**src/rtl/cmd_tdm_pkg.sv**
```systemverilog
package cmd_tdm_pkg;

  localparam int NUM_OUT = 4;
  localparam int DAC_CH  = 2;
  localparam int SLOT_W  = $clog2(NUM_OUT);

  typedef enum logic [2:0] {
    ST_IDLE,
    ST_DRAIN,
    ST_BLANK,
    ST_STROBE,
    ST_GAP,
    ST_HOLD,
    ST_DONE
  } seqState_t;

  typedef struct packed {
    logic              loadCmd;
    logic              loadZero;
    logic              writeValue;
    logic              setStrobe;
    logic              clearStrobe;
    logic [SLOT_W-1:0] slot;
  } tdmCtrl_t;

endpackage

```
**src/rtl/cmd_tdm_pulse.sv**
```systemverilog
module cmd_tdm_pulse #(
  parameter int PULSE_CYCLES = 3750,
  localparam int CNT_W = $clog2(PULSE_CYCLES + 1)
) (
  input  logic clk,
  input  logic rstN,
  input  logic strobe,
  output logic sampleEn
);

  logic             strobePrev;
  logic [CNT_W-1:0] remain;

  always_ff @(posedge clk or negedge rstN) begin
    if (!rstN) begin
      strobePrev <= 1'b0;
      sampleEn   <= 1'b0;
      remain     <= '0;
    end else begin
      strobePrev <= strobe;
      if (strobe && !strobePrev && !sampleEn) begin
        // edge while idle: start a fresh window
        sampleEn <= 1'b1;
        remain   <= CNT_W'(PULSE_CYCLES - 1);
      end else if (sampleEn) begin
        // edges during the window are ignored
        if (remain == '0) sampleEn <= 1'b0;
        else              remain   <= remain - 1'b1;
      end
    end
  end

endmodule

```
**src/rtl/cmd_tdm_ctrl.sv**
```systemverilog
module cmd_tdm_ctrl
  import cmd_tdm_pkg::*;
(
  input  logic               clk,
  input  logic               rstN,
  input  logic               startValid,
  input  logic               stopReq,
  input  logic [NUM_OUT-1:0] sampleEn,
  output tdmCtrl_t           ctrl,
  output logic               startReady,
  output logic               busy,
  output logic               done
);

  localparam logic [SLOT_W-1:0] LAST_SLOT = SLOT_W'(NUM_OUT - 1);

  seqState_t         state;
  logic [SLOT_W-1:0] slot;
  logic              clearRun;
  logic              drainSeen;
  logic              startAcc;
  logic              stopAcc;

  assign startReady = (state == ST_IDLE) || (state == ST_DONE);
  assign busy       = !startReady;
  assign done       = (state == ST_DONE);
  assign startAcc   = startReady && startValid && !stopReq;
  assign stopAcc    = stopReq && !clearRun;

  always_comb begin
    ctrl             = '0;
    ctrl.loadCmd     = startAcc;
    ctrl.loadZero    = stopAcc;
    ctrl.writeValue  = (state == ST_BLANK);
    ctrl.setStrobe   = (state == ST_STROBE);
    ctrl.clearStrobe = (state == ST_DRAIN);
    ctrl.slot        = slot;
  end

  always_ff @(posedge clk or negedge rstN) begin
    if (!rstN) begin
      state     <= ST_IDLE;
      slot      <= '0;
      clearRun  <= 1'b0;
      drainSeen <= 1'b0;
    end else if (stopAcc) begin
      state     <= ST_DRAIN;
      slot      <= '0;
      clearRun  <= 1'b1;
      drainSeen <= 1'b0;
    end else begin
      unique case (state)
        ST_IDLE, ST_DONE: begin
          if (startAcc) begin
            state    <= ST_BLANK;
            slot     <= '0;
            clearRun <= 1'b0;
          end
        end
        ST_DRAIN: begin
          drainSeen <= 1'b1;
          if (drainSeen && (sampleEn == '0)) state <= ST_BLANK;
        end
        ST_BLANK:  state <= ST_STROBE;
        ST_STROBE: state <= ST_GAP;
        ST_GAP:    state <= ST_HOLD;
        ST_HOLD: begin
          if (!sampleEn[slot]) begin
            if (slot == LAST_SLOT) begin
              state    <= clearRun ? ST_IDLE : ST_DONE;
              clearRun <= 1'b0;
            end else begin
              slot  <= slot + 1'b1;
              state <= ST_BLANK;
            end
          end
        end
        default: state <= ST_IDLE;
      endcase
    end
  end

endmodule

```
**src/rtl/cmd_tdm_datapath.sv**
```systemverilog
module cmd_tdm_datapath
  import cmd_tdm_pkg::*;
#(
  parameter int CMD_W = 12,
  localparam int WORD_W = CMD_W + NUM_OUT
) (
  input  logic                          clk,
  input  logic                          rstN,
  input  tdmCtrl_t                      ctrl,
  input  logic [NUM_OUT*CMD_W-1:0]      cmdIn,
  output logic [DAC_CH-1:0][WORD_W-1:0] dacWord
);

  logic [CMD_W-1:0]   cmdReg [NUM_OUT];
  logic [NUM_OUT-1:0] selCode;
  logic [CMD_W-1:0]   selValue;

  assign selCode  = NUM_OUT'(1) << ctrl.slot;
  assign selValue = cmdReg[ctrl.slot];

  for (genvar k = 0; k < NUM_OUT; k++) begin : g_cmd
    always_ff @(posedge clk or negedge rstN) begin
      if (!rstN)              cmdReg[k] <= '0;
      else if (ctrl.loadZero) cmdReg[k] <= '0;
      else if (ctrl.loadCmd)  cmdReg[k] <= cmdIn[k*CMD_W +: CMD_W];
    end
  end

  for (genvar ch = 0; ch < DAC_CH; ch++) begin : g_chan
    logic mine;
    assign mine = (32'(ctrl.slot) % DAC_CH) == ch;

    always_ff @(posedge clk or negedge rstN) begin
      if (!rstN) begin
        dacWord[ch] <= '0;
      end else if (ctrl.clearStrobe) begin
        dacWord[ch][NUM_OUT-1:0] <= '0;
      end else if (ctrl.writeValue) begin
        if (mine) dacWord[ch] <= {selValue, {NUM_OUT{1'b0}}};
        else      dacWord[ch][NUM_OUT-1:0] <= '0;
      end else if (ctrl.setStrobe && mine) begin
        dacWord[ch][NUM_OUT-1:0] <= selCode;
      end
    end
  end

endmodule

```
**src/rtl/cmd_tdm_seq.sv**
```systemverilog
module cmd_tdm_seq
  import cmd_tdm_pkg::*;
#(
  parameter int CMD_W    = 12,
  parameter int CLK_MHZ  = 250,
  parameter int PULSE_NS = 15000,
  localparam int WORD_W       = CMD_W + NUM_OUT,
  localparam int PULSE_CYCLES = CLK_MHZ * PULSE_NS / 1000
) (
  input  logic                     clk,
  input  logic                     rstN,
  input  logic                     startValid,
  output logic                     startReady,
  input  logic                     stopReq,
  input  logic [NUM_OUT*CMD_W-1:0] cmdIn,
  output logic [WORD_W-1:0]        dacWord0,
  output logic [WORD_W-1:0]        dacWord1,
  output logic [NUM_OUT-1:0]       sampleEn,
  output logic                     busy,
  output logic                     done
);

  tdmCtrl_t                      ctrl;
  logic [DAC_CH-1:0][WORD_W-1:0] dacWord;

  cmd_tdm_ctrl u_ctrl (
    .clk        (clk),
    .rstN       (rstN),
    .startValid (startValid),
    .stopReq    (stopReq),
    .sampleEn   (sampleEn),
    .ctrl       (ctrl),
    .startReady (startReady),
    .busy       (busy),
    .done       (done)
  );

  cmd_tdm_datapath #(.CMD_W(CMD_W)) u_dp (
    .clk     (clk),
    .rstN    (rstN),
    .ctrl    (ctrl),
    .cmdIn   (cmdIn),
    .dacWord (dacWord)
  );

  for (genvar k = 0; k < NUM_OUT; k++) begin : g_hold
    cmd_tdm_pulse #(.PULSE_CYCLES(PULSE_CYCLES)) u_pulse (
      .clk      (clk),
      .rstN     (rstN),
      .strobe   (dacWord[k % DAC_CH][k]),
      .sampleEn (sampleEn[k])
    );
  end

  assign dacWord0 = dacWord[0];
  assign dacWord1 = dacWord[1];

endmodule

```
**config.mk**
```make
export PLATFORM = sky130hd
export DESIGN_NAME = cmd_tdm_seq
export DESIGN_NICKNAME = d
export VERILOG_FILES = /design/src/rtl/cmd_tdm_pkg.sv /design/src/rtl/cmd_tdm_pulse.sv /design/src/rtl/cmd_tdm_ctrl.sv /design/src/rtl/cmd_tdm_datapath.sv /design/src/rtl/cmd_tdm_seq.sv
export SDC_FILE = /design/constraint.sdc
export NUM_CORES = 1
export LEC_CHECK = 0
export ABC_AREA = 1
export CAP_MARGIN = 30
export CORE_ASPECT_RATIO = 1.25
export CORE_UTILIZATION = 64
export DETAILED_ROUTE_END_ITERATION = 7
export DONT_BUFFER_PORTS = 1
export PLACE_DENSITY = 0.81
export SETUP_SLACK_MARGIN = 0.1
export SYNTH_ARGS = -nofsm -noshare
export SYNTH_HDL_FRONTEND = slang
export SYNTH_HIERARCHICAL = 1
export SYNTH_SLANG_ARGS = --single-unit
```
**constraint.sdc**
```tcl
create_clock -name clk -period 1.9 [get_ports clk]
set_input_delay 0.285 -clock clk [delete_from_list [all_inputs] [get_ports clk]]
set_output_delay 0.285 -clock clk [all_outputs]
set_load 0.005 [all_outputs]
```
==> metrics.md <==
| Metric | Value |
|---|---|
| Endpoint type of the worst setup path | `primary output` |
| Most common cell in the netlist | `nand2_1` |
| Hold Path Class | `primary input to async pin` |
| Reg area | `0.00358 mm^2` |
| Crit path required time | `1.62 ns` |
| Filler cells | `940` |
| Mapped cell area | `0.00778 mm^2` |
| DR vias | `6598` |
| Count of final setup violators | `0` |
| Period utilisation layout | `0.882` |
| Avg Cell Area, Syn | `7.54 um^2` |
| Failing checks | `negative hold slack` |
| CTS resizes | `0` |
| Overflow after GRT | `0` |
| Synth area leader | `dfrtp_1` |
| Row count | `44` |
| Global-route wire length before repair | `29300 um` |
| Setup total negative slack | `0 ns` |
| Ys async rst share | `1.00` |
| Post-synth top area share | `0.460` |
| Die footprint | `0.0126 mm^2` |
| Synth top cells by count | `339 x nand2_1, 144 x nand3_1, 143 x dfrtp_1` |
| CP cell instances | `inv_2 -> nand2_1 -> nand3_1 -> buf_4` |
| Cts bufs inserted | `17` |
| Kind of cell adding the most delay to the critical path | `flip-flops` |
| Initial DRC count | `425` |
| Die Ht | `125 um` |
| FMAX | `597 MHz` |
| Crit Path Class | `register to primary output` |
| Ports | `91` |
| Via-to-Cell Ratio | `5.44` |
| Core Area | `0.0117 mm^2` |
| Post-Syn Instances | `1033` |
| Max clock buf depth | `2` |
| Crit-path max cell delay | `0.45 ns` |
| Clk sinks | `143` |
| Nets | `1098` |
| Cell variety after synth | `38` |
| N_diodes | `0` |
| Count of final hold-check violations | `143` |
| Fin Hold WS | `-0.438 ns` |
| Multi-input combinational cell area | `0.00350 mm^2` |
| Top post-synthesis cells by area | `dfrtp_1 46%, nand2_1 16%, nand3_1 9.3%` |
| Final core occ | `0.728` |
| Post-layout minimum cycle time | `1.68 ns` |
| Top FF cell, synth | `dfrtp_1` |
| Routed Antenna Nets | `0` |
| Overall Power | `0.0126 W` |
| Worst Setup Start Kind | `register` |
| Power Dens Cells | `1480 mW/mm^2` |
| Largest net degree at the start of global routing | `144` |
| Die X | `101 um` |
| Max Cap Viol | `0` |
| RSZ-0062 raised after global routing | `no` |
| Root Buffer | `clkbuf_16` |
| Lkg Pwr | `4.46 nW` |
| DRT Pass-1 Iters | `5` |
| Final GP Congestion | `0.885` |
| EDFF count, synth | `0` |
| Sequential fraction of the synthesis area | `0.460` |
| Fin cells | `1212` |
| Max-slew violations | `0` |
| Syn Nets | `1093` |
| Max Clock Skew | `0.00762 ns` |
| Yosys reg bits | `143` |
| Overall routing resource usage | `0.297` |
| CTS clk-pin slew, worst paths | `0.06 ns` |
| Area Growth Syn to Fin | `9.74%` |
| Placed cells | `1177` |
| DRT Wirelength | `17500 um` |
| Yosys warns | `6` |
| Slowest CP cell | `dfrtp_1` |
| Peak supply drop | `0.770 mV` |
| Outcome | `finished with violations` |
| Htree depth | `4` |
| Slew @ Worst Pin | `0.589 ns` |
| Initial Utilization | `0.664` |
| Max-slew headroom | `0.603` |
| Hpwl dp | `12000 um` |
| Drt wl/cell | `14.4 um` |
| TritonCTS clock tree | `built` |
| Worst Path Buf+Inv | `2` |
| Skew-Pair Late Insertion Delay | `0.42 ns` |
| Share of layout cells above drive strength 1 | `0.104` |
| Worst-path maximum fanout | `5` |
| Drt drc | `0` |
| Port Buf Inserts | `0` |
| CP arrival | `1.39 ns` |
| Initial antenna violation count | `0` |
| Vias in the first global route | `6227` |
==> through the flow <==
step	instance area (um^2)	worst slack, ns
after floorplan	7780	0.288
after global placement	7930	0.314
after detailed placement	7930	0.246
after CTS	8520	0.213
after global routing	8540	0.117
final	8540	0.225
==> cells by family after synthesis <==
group           Yosys count  synth area share
simple gates            617             0.357
xor+xnor                 11            0.0124
compound gates           90            0.0659
fa+ha+maj                 8            0.0129
flops                   143             0.460
buf+inv                 164            0.0918
==> where the power goes <==
part           internal [W]  total, W  switching [W]  leakage (nW)
Clock               0.00202   0.00331        0.00129         0.288
Combinational       0.00162   0.00465        0.00303          2.24
Sequential          0.00389   0.00466       0.000774          1.93
Total               0.00752    0.0126        0.00510          4.46
==> layout make-up <==
class / instances / area share
flip-flops and latches: 143 / 0.419
well taps: 161 / 0.0236
repair buffers: 22 / 0.0223
inverters: 128 / 0.0565
multi-input cells: 726 / 0.410
clock buffers: 21 / 0.0539
clock inverters: 11 / 0.0152
==> worst reg2reg max path, delay by kind of cell, from the launching register on <==
| kind | cells | cell delay [ns] |
|---|---|---|
| buffers and inverters | 1 | 0.17 |
| and+or+nand+nor | 4 | 0.50 |
| adders and majority gates | 1 | 0.19 |
| AOI/OAI and AO/OA | 1 | 0.27 |
| DFF | 1 | 0.40 |
==> worst paths after layout <==
kind	endpoint	depth (start not counted)	startpoint	slack, ns
worst max-delay path	busy	4	u_ctrl/state[2]	0.22
worst min-delay path	g_hold[1].u_pulse/sampleEn	0	rstN	-0.44
worst max register to register	g_hold[0].u_pulse/remain[6]	7	g_hold[0].u_pulse/remain[0]	0.26
worst min register to register	g_hold[0].u_pulse/strobePrev	0	u_dp/dacWord[0]	0.48
max in group asynchronous	g_hold[3].u_pulse/remain[6]	0	rstN	2.14
min in group clk	u_dp/cmdReg[30]	2	cmdIn[18]	0.01
==> layer usage <==
metal / GRT usage / vias to the layer above / wire (um)
met5: 0 / - / 0
met4: 0.108 / 0 / 410
met3: 0.0710 / 36 / 1040
met2: 0.489 / 207 / 8710
met1: 0.380 / 3065 / 7290
li1: - / 3290 / -
==> cells in the final DEF, fill, tap and decap left out, types with 2 or more instances in the layout <==
cell	synthesis	final
inv_6	0	3
nor3_4	2	2
o21bai_1	5	5
nand2_4	4	4
or2_2	3	3
nand3_1	144	144
clkbuf_8	0	2
buf_12	0	2
ha_1	8	8
nand3_2	7	7
dfrtp_1	143	143
xor2_1	11	11
clkinv_2	0	2
o21ai_4	3	3
o22ai_1	2	2
nor2_1	79	78
buf_4	6	20
a21oi_1	3	3
nand4_2	3	3
nor3_2	3	3
o21ai_0	65	65
inv_1	118	118
nand4_1	12	12
nor2_4	2	3
o21ai_1	8	8
bufinv_16	0	2
clkbuf_1	10	2
nor2_2	3	3
nand2_1	339	339
o21ai_2	2	2
inv_2	9	9
clkbuf_16	0	17
clkinv_4	0	3
nand2_8	2	2
nand2_2	10	10
==> sequential cells by signal (all words and copies together), names as in the netlist <==
register and cells:
g_hold.u_pulse/sampleEn 4, u_ctrl/drainSeen 1, u_ctrl/clearRun 1, u_ctrl/state 3, g_hold.u_pulse/strobePrev 4, u_ctrl/slot 2
u_dp/cmdReg 48, g_hold.u_pulse/remain 48, u_dp/dacWord 32
==> timing repair <==
action                                  in CTS  in global routing
hold endpoints to repair                   143                143
endpoints found under the setup margin       0                  7
buffers inserted                             0                  3
Note: power is estimated with default switching activity, not from simulation.
